==> src/rtl/tmr_pkg.sv <==
package tmr_pkg;
  localparam int unsigned GATE_SEL_W = 2;
  localparam int unsigned NUM_GATES  = (1 << GATE_SEL_W) - 1;

  typedef enum logic [GATE_SEL_W-1:0] {
    GATE_NONE = 2'd0,
    GATE_ON_0 = 2'd1,
    GATE_ON_1 = 2'd2,
    GATE_ON_2 = 2'd3
  } gate_sel_e;
endpackage

==> src/rtl/tmr_prescaler.sv <==
module tmr_prescaler #(
  parameter int unsigned PW = 12
) (
  input  logic          clk,
  input  logic          rst_n,
  input  logic          restart,
  input  logic          advance,
  input  logic [PW-1:0] divisor,
  output logic          tick
);
  localparam int unsigned PHW = PW + 1;

  logic [PHW-1:0] phase_q, phase_d;
  logic [PHW-1:0] last_phase;
  logic           phase_en;

  assign last_phase = {divisor, 1'b0};
  assign tick       = advance && (phase_q == last_phase);
  assign phase_en   = restart || advance;

  always_comb begin
    phase_d = phase_q;
    if (restart)   phase_d = '0;
    else if (tick) phase_d = '0;
    else           phase_d = phase_q + 1'b1;
  end

  always_ff @(posedge clk or negedge rst_n) begin
    if (!rst_n)        phase_q <= '0;
    else if (phase_en) phase_q <= phase_d;
  end
endmodule

==> src/rtl/tmr_gate.sv <==
module tmr_gate
  import tmr_pkg::*;
(
  input  logic [GATE_SEL_W-1:0] sel,
  input  logic [NUM_GATES-1:0]  gate_in,
  output logic                  pass
);
  gate_sel_e            mode;
  logic [NUM_GATES-1:0] hit;

  assign mode = gate_sel_e'(sel);

  for (genvar g = 0; g < NUM_GATES; g++) begin : g_hit
    assign hit[g] = (sel == GATE_SEL_W'(g + 1)) && gate_in[g];
  end

  assign pass = (mode == GATE_NONE) || (|hit);
endmodule

==> src/rtl/tmr_core.sv <==
module tmr_core #(
  parameter int unsigned CW = 16
) (
  input  logic          clk,
  input  logic          rst_n,
  input  logic          start_req,
  input  logic          stop_req,
  input  logic          tick,
  input  logic [CW-1:0] reload,
  input  logic          auto_restart,
  input  logic          irq_clr,
  output logic [CW-1:0] cnt,
  output logic          run,
  output logic          irq
);
  logic [CW-1:0] cnt_q, cnt_d;
  logic          run_q, run_d;
  logic          irq_q, irq_d;
  logic          at_zero, underflow, cnt_en;

  assign at_zero   = (cnt_q == '0);
  assign underflow = tick && at_zero && !stop_req && !start_req;
  assign cnt_en    = !stop_req && (start_req || tick);

  always_comb begin
    cnt_d = cnt_q;
    run_d = run_q;
    if (stop_req) begin
      run_d = 1'b0;
    end else if (start_req) begin
      cnt_d = reload;
      run_d = 1'b1;
    end else if (tick) begin
      if (!at_zero)          cnt_d = cnt_q - 1'b1;
      else if (auto_restart) cnt_d = reload;
      else                   run_d = 1'b0;
    end
  end

  always_comb begin
    irq_d = irq_q;
    if (underflow)    irq_d = 1'b1;
    else if (irq_clr) irq_d = 1'b0;
  end

  always_ff @(posedge clk or negedge rst_n) begin
    if (!rst_n)      cnt_q <= '0;
    else if (cnt_en) cnt_q <= cnt_d;
  end

  always_ff @(posedge clk or negedge rst_n) begin
    if (!rst_n) begin
      run_q <= 1'b0;
      irq_q <= 1'b0;
    end else begin
      run_q <= run_d;
      irq_q <= irq_d;
    end
  end

  assign cnt = cnt_q;
  assign run = run_q;
  assign irq = irq_q;
endmodule

==> src/rtl/tick_reload_timer.sv <==
module tick_reload_timer
  import tmr_pkg::*;
#(
  parameter int unsigned PRESC_W = 12,
  parameter int unsigned CNT_W   = 16
) (
  input  logic                  clk,
  input  logic                  rst_n,
  input  logic [PRESC_W-1:0]    cfg_prescale,
  input  logic [CNT_W-1:0]      cfg_reload,
  input  logic                  cfg_auto_restart,
  input  logic                  cfg_auto_start,
  input  logic [GATE_SEL_W-1:0] cfg_gate_sel,
  input  logic [NUM_GATES-1:0]  gate_in,
  input  logic                  start_cmd,
  input  logic                  stop_cmd,
  input  logic                  tx_end,
  input  logic                  irq_clr,
  output logic [CNT_W-1:0]      cnt_value,
  output logic                  running,
  output logic                  irq
);
  logic start_req;
  logic gate_open;
  logic advance;
  logic tick;

  assign start_req = start_cmd || (cfg_auto_start && tx_end);
  assign advance   = running && gate_open && !stop_cmd && !start_req;

  tmr_gate u_gate (
    .sel     (cfg_gate_sel),
    .gate_in (gate_in),
    .pass    (gate_open)
  );

  tmr_prescaler #(.PW(PRESC_W)) u_presc (
    .clk     (clk),
    .rst_n   (rst_n),
    .restart (start_req),
    .advance (advance),
    .divisor (cfg_prescale),
    .tick    (tick)
  );

  tmr_core #(.CW(CNT_W)) u_core (
    .clk          (clk),
    .rst_n        (rst_n),
    .start_req    (start_req),
    .stop_req     (stop_cmd),
    .tick         (tick),
    .reload       (cfg_reload),
    .auto_restart (cfg_auto_restart),
    .irq_clr      (irq_clr),
    .cnt          (cnt_value),
    .run          (running),
    .irq          (irq)
  );
endmodule

==> config.mk <==
export PLATFORM = sky130hd
export DESIGN_NAME = tick_reload_timer
export DESIGN_NICKNAME = d
export VERILOG_FILES = /design/src/rtl/tmr_pkg.sv /design/src/rtl/tmr_prescaler.sv /design/src/rtl/tmr_gate.sv /design/src/rtl/tmr_core.sv /design/src/rtl/tick_reload_timer.sv
export SDC_FILE = /design/constraint.sdc
export NUM_CORES = 1
export LEC_CHECK = 0
export BUFFER_PORTS_ARGS = -buffer_cell sky130_fd_sc_hd__buf_2
export CAP_MARGIN = 15
export CORE_MARGIN = 3
export CORE_UTILIZATION = 45
export CTS_BUF_LIST = sky130_fd_sc_hd__clkbuf_8 sky130_fd_sc_hd__clkbuf_16
export DETAILED_ROUTE_END_ITERATION = 8
export GPL_TIMING_DRIVEN = 1
export PLACE_DENSITY = 0.7
export SYNTH_ARGS = -nofsm -noshare
export SYNTH_HDL_FRONTEND = slang
export SYNTH_HIERARCHICAL = 1
export SYNTH_SLANG_ARGS = --single-unit
==> constraint.sdc <==
create_clock -name clk -period 4.8 [get_ports clk]
set_input_delay 0.72 -clock clk [delete_from_list [all_inputs] [get_ports clk]]
set_output_delay 0.72 -clock clk [all_outputs]
set_load 0.01 [all_outputs]
# Word-level counts from Yosys, hierarchy flattened
# Index checks and enable logic that the tools add are counted.
# Widths: inputs -> output; s select.
[word_totals]
ff_bits = 31
input_bits = 41
output_inout_bits = 18
wordCells = 53
[op_classes]
addsub = 2
n_eq_ne = 6
muxes = 13
bitwise_logic = 1
n_reduce_logical = 27
[ops]
columns = ["cell", "count"]
rows = [
  ["$mux 16", 4],
  ["$mux 13", 2],
  ["$logic_not 16->1", 1],
  ["$sub 16x1->16 const B", 1],
  ["$add 13x1->13 const B", 1],
  ["$eq 13x13->1", 1],
  ["$logic_and 1x1->1", 12],
  ["$mux 1", 7],
  ["$reduce_bool 3->1", 2],
  ["$eq 2x2->1 const B", 2],
  ["$logic_or 1x1->1", 4],
  ["$reduce_and 4->1", 1],
  ["$reduce_bool 2->1", 2],
  ["$ne 3x1->1 const B", 1],
  ["$ne 3x2->1 const B", 1],
  ["$reduce_and 3->1", 1],
  ["$reduce_or 3->1", 1],
  ["$eq 2x1->1 const B", 1],
  ["$logic_not 1->1", 2],
  ["$logic_not 2->1", 1],
  ["$not 1->1", 1],
]

# Logic depth before layout (Yosys ltp)
[depth]
ltp_word = 12
ltp_mapped = 13

# Hierarchy
# The synthesis kept the hierarchy.
[modules_own_cells]
columns = ["module", "n_inst", "cells_per_inst", "area_per_inst_um2"]
rows = [
  ["tmr_core", 1, 135, 1184.9],
  ["tmr_prescaler", 1, 94, 949.7],
  ["tmr_gate", 1, 3, 27.5],
  ["tick_reload_timer", 1, 3, 21.3],
]

# Least setup slack after synthesis
# Ideal clock, no wire load.
[synth_timing]
kind = "in2reg"
startpoint = "input port cfg_auto_start"
endpoint = "register u_core.cnt_q[13] (netlist: u_core/cnt[13])"
arrival_time_ns = 3.021
t_required_ns = 4.678
slack_ns = 1.657
cell_stages = 11
n_path_buf = 2
path_cell_list = "a21o_1 nor3_2 nor2b_1 nand2_1 nor4_4 buf_6 nor2_1 a211oi_1 clkbuf_1 nand2_1 o2bb2ai_1"
[synth_between]
elab_chain_cells = 8
word_cells_on_any_way = 11
cone_classes = "eq/ne: 1; mux: 1; reduce/logical: 9"
[synth_lines]
columns = ["item", "line", "source"]
rows = [
  ["start: declaration", "tick_reload_timer.sv:12", "input logic cfg_auto_start,"],
  ["$logic_and 1x1->1 *", "tick_reload_timer.sv:28", "assign start_req = start_cmd || (cfg_auto_start && tx_end);"],
  ["$logic_or 1x1->1 *", "tick_reload_timer.sv:28", ""],
  ["$logic_not 1->1 *", "tick_reload_timer.sv:29", "assign advance = running && gate_open && !stop_cmd && !start_req;"],
  ["$logic_and 1x1->1 *", "tick_reload_timer.sv:29", ""],
  ["net advance", "tick_reload_timer.sv:25", "logic advance;"],
  ["$logic_and 1x1->1 *", "tmr_prescaler.sv:18", "assign tick = advance && (phase_q == last_phase);"],
  ["net tick", "tick_reload_timer.sv:26", "logic tick;"],
  ["$logic_or 1x1->1", "tmr_core.sv:23", "assign cnt_en = !stop_req && (start_req || tick);"],
  ["$logic_and 1x1->1", "tmr_core.sv:23", ""],
  ["$reduce_and 4->1 (no source line) *", "n/a", ""],
  ["end signal: assignment", "tmr_core.sv:48", "else if (cnt_en) cnt_q <= cnt_d;"],
  ["end: declaration", "tmr_core.sv:16", "logic [CW-1:0] cnt_q, cnt_d;"],
]
# Mark *: on every way through the listed nets, which the timed path passes. The rest lies on a longest branch.
# A chain may end at the register's enable or synchronous reset.

# Final worst setup path
[layout_timing]
startpoint = "input port cfg_auto_start"
endpoint = "register u_core.cnt_q[4] (netlist: u_core/cnt[4])"
[layout_between]
elab_chain_cells = 8
word_cells_on_any_way = 11
cone_classes = "eq/ne: 1; mux: 1; reduce/logical: 9"
[layout_lines]
columns = ["item", "line", "source"]
rows = [
  ["$logic_and 1x1->1 *", "tick_reload_timer.sv:28", ""],
  ["$logic_or 1x1->1 *", "tick_reload_timer.sv:28", ""],
  ["net start_req", "tick_reload_timer.sv:23", "logic start_req;"],
  ["$logic_not 1->1 *", "tick_reload_timer.sv:29", ""],
  ["$logic_and 1x1->1 *", "tick_reload_timer.sv:29", ""],
  ["net advance", "tick_reload_timer.sv:25", ""],
  ["$logic_and 1x1->1 *", "tmr_prescaler.sv:18", ""],
  ["net tick", "tick_reload_timer.sv:26", ""],
  ["$logic_or 1x1->1", "tmr_core.sv:23", ""],
  ["$logic_and 1x1->1", "tmr_core.sv:23", ""],
  ["$reduce_and 4->1 (no source line) *", "n/a", ""],
]
# Marks and branches as above.

==> impl_metrics.toml <==
[status]
run_status = "completed"

[sta]
fmax_ghz = 0.298
tightest_slew_ns = 0.978
finalHoldViolCount = 0
period_minus_slack_ns = 3.36
fin_skew_ns = 0.00524
rsz0062_at_grt = "no"
holdWs_ns = 0.485
maxSlewHeadroom = 0.343
setup_viol = 0
fin_setup_tns_ns = 0
fin_crit_sh = 0.700
final_max_slew_viol_count = 0

[setup_path]
path_max_fanout = 21
startpoint_type = "primary input"
worstPathRequired_ns = 4.93
cp-end-kind = "flip-flop"
worstSetupPathType = "in -> reg"
crit_arrival_ns = 3.49

[cts]
cts.reportedPaths.clkPinSlew_ns = 0.07
cts_resized = 0
htreeDepth = 2
cts_max_path_buffers = 2
hold_buffers = 0
cts_buffers = 5
cts_tree = "done"
clk_latency_ns = 0.28
cts_setup_buffers = 0
clockRootBuffer = "clkbuf_8"
cts.sinks = 31

[global_routing]
grt_antenna_before_repair = 0
grt.total_usage = 0.194
grt_first_pass_wirelength_um = 8600
first_global_vias = 1893
grt-ovfl-total = 0
grt_max_degree = 32

[cells_and_area]
num_antenna_cells = 0
drive_gt1_frac = 0.323
final_cell_mix = "58 x buf_2, 31 x dfrtp_1, 18 x xnor2_1, 16 x nor2_1, 16 x a21oi_1"
multiInputGateArea_um2 = 1280
postLayoutCellArea_um2 = 2570
nets = 337
seqCellArea_um2 = 776
syn_to_final_growth_pct = 17.6
stdcell_count = 346
final_common_cell = "buf_2"
nFillCells = 412

[die]
fp.dieArea_um2 = 5720
die_x_um = 75.7
fp.dieH_um = 75.7
start_util = 0.485
core_um2 = 4500
row_count = 24
io_pins = 59

[power_and_ir_drop]
max-vdd-ir-drop_uv = 156
p_leak_nw = 1.05
power.density_nw_per_um2 = 269

[route]
routedWlPerCell_um = 15.1
drt-total-wl_um = 5230
num_vias = 2014
drtPass1Iterations = 5
drt_iter0_drc = 129
drt-vias-per-instance = 5.82
final_antenna_net_count = 0
drc = 0

[placement]
portBuffers = 58
dpl.cell_count = 338
hpwl_um = 3830
gp_congestion = 0.836
dpl_cell_area_um2 = 2490

[yosys]
synthFlopType = "dfrtp_1"
syn_area_per_cell_um2 = 9.29
synth_seq_area_share = 0.355
ys_ff_latch = 31
synthArstFlopShare = 1.00
netlist_instances = 235
ys_types = 56
yosys_warnings = 6
syn-num-nets = 279
syn_area_um2 = 2180
synth_edf_count = 0

[min_path]
holdCritPathClass = "in -> async"

[flow_run]
drv_cap = 0
through the flow:
stage               total power [W]  utilization  worst slack (ns)
finish                     0.000691        0.570              1.44
global route               0.000734        0.570              1.21
CTS                        0.000696        0.570              1.47
detailed placement         0.000501        0.552              1.18
global placement           0.000498        0.552              1.30
floorplan                  0.000429            -              1.66
worst paths after layout:
check | start | end | cells past startpoint | slack [ns]
worst max register to register | u_core/run | u_core/cnt[4] | 10 | 2.16
worst max-delay path | cfg_auto_start | u_core/cnt[4] | 11 | 1.44
worst min-delay path | rst_n | u_core/cnt[6] | 1 | 0.49
worst min register to register | u_core/cnt[9] | u_core/cnt[9] | 1 | 0.54
max in group asynchronous | rst_n | u_presc/phase_q[10] | 1 | 3.85
min in group clk | u_core/cnt[9] | u_core/cnt[9] | 1 | 0.54
power breakdown:
group	leakage (nW)	internal, W	switching, W
combinational	0.610	0.0000736	0.0000992
sequential	0.394	0.000287	0.0000369
clock	0.0505	0.0000973	0.0000966
total	1.05	0.000458	0.000233
area by class of cell:
type | count | share of cell area
Inverter | 13 | 0.0190
Sequential cell | 31 | 0.302
Multi-Input combinational cell | 181 | 0.500
Timing Repair Buffer | 61 | 0.122
Clock buffer | 5 | 0.0268
Tap cell | 52 | 0.0253
Clock inverter | 3 | 0.00487
kinds of logic after synthesis:
family	share of synthesized area
simple gates	0.269
compound gates	0.202
flops	0.355
buf+inv	0.0567
xor+xnor	0.0951
fa+ha+maj	0.0172
mux	0.00458
cells in the mapped netlist (all sizes together), types with 2 or more instances:
| cell | number | share of area |
|---|---|---|
| nand3 | 8 | 0.023 |
| a21o | 2 | 0.0069 |
| xor2 | 2 | 0.0080 |
| nand4 | 10 | 0.032 |
| a2bb2oi | 4 | 0.019 |
| o41ai | 3 | 0.021 |
| o21ai | 18 | 0.041 |
| a31oi | 3 | 0.0086 |
| clkbuf | 2 | 0.0034 |
| nor3 | 22 | 0.073 |
| xnor2 | 20 | 0.087 |
| dfrtp | 31 | 0.36 |
| or4 | 2 | 0.0069 |
| inv | 13 | 0.022 |
| ha | 3 | 0.017 |
| o2bb2ai | 3 | 0.012 |
| o211ai | 2 | 0.0092 |
| nand2 | 11 | 0.019 |
| nor3b | 3 | 0.013 |
| nor2 | 18 | 0.033 |
| nor4 | 11 | 0.047 |
| a21oi | 17 | 0.041 |
| a211oi | 3 | 0.013 |
| buf | 8 | 0.031 |
worst max-delay path: stages:
cell     delay (ns)
buf_2          0.10
a21o_1         0.46
nor3_2         0.55
nor2b_1        0.23
nand2_1        0.12
nor4_4         0.14
buf_4          0.26
nor2_1         0.08
a211o_1        0.52
a21oi_1        0.22
o22ai_1        0.09
routing by layer:
| layer | vias to the layer above | GRT usage | part of all wire |
|---|---|---|---|
| met1 | 933 | 0.267 | 0.48 |
| li1 | 994 | - | - |
| met5 | - | 0 | 0 |
| met4 | 0 | 0.0544 | 0.013 |
| met2 | 77 | 0.303 | 0.43 |
| met3 | 10 | 0.0488 | 0.074 |
state kept, by name, summed over array words and instances, names as in the netlist:
name             cells
u_core/irq           1
u_core/run           1
u_presc/phase_q     13
u_core/cnt          16
(Power assumes the default switching activity.)
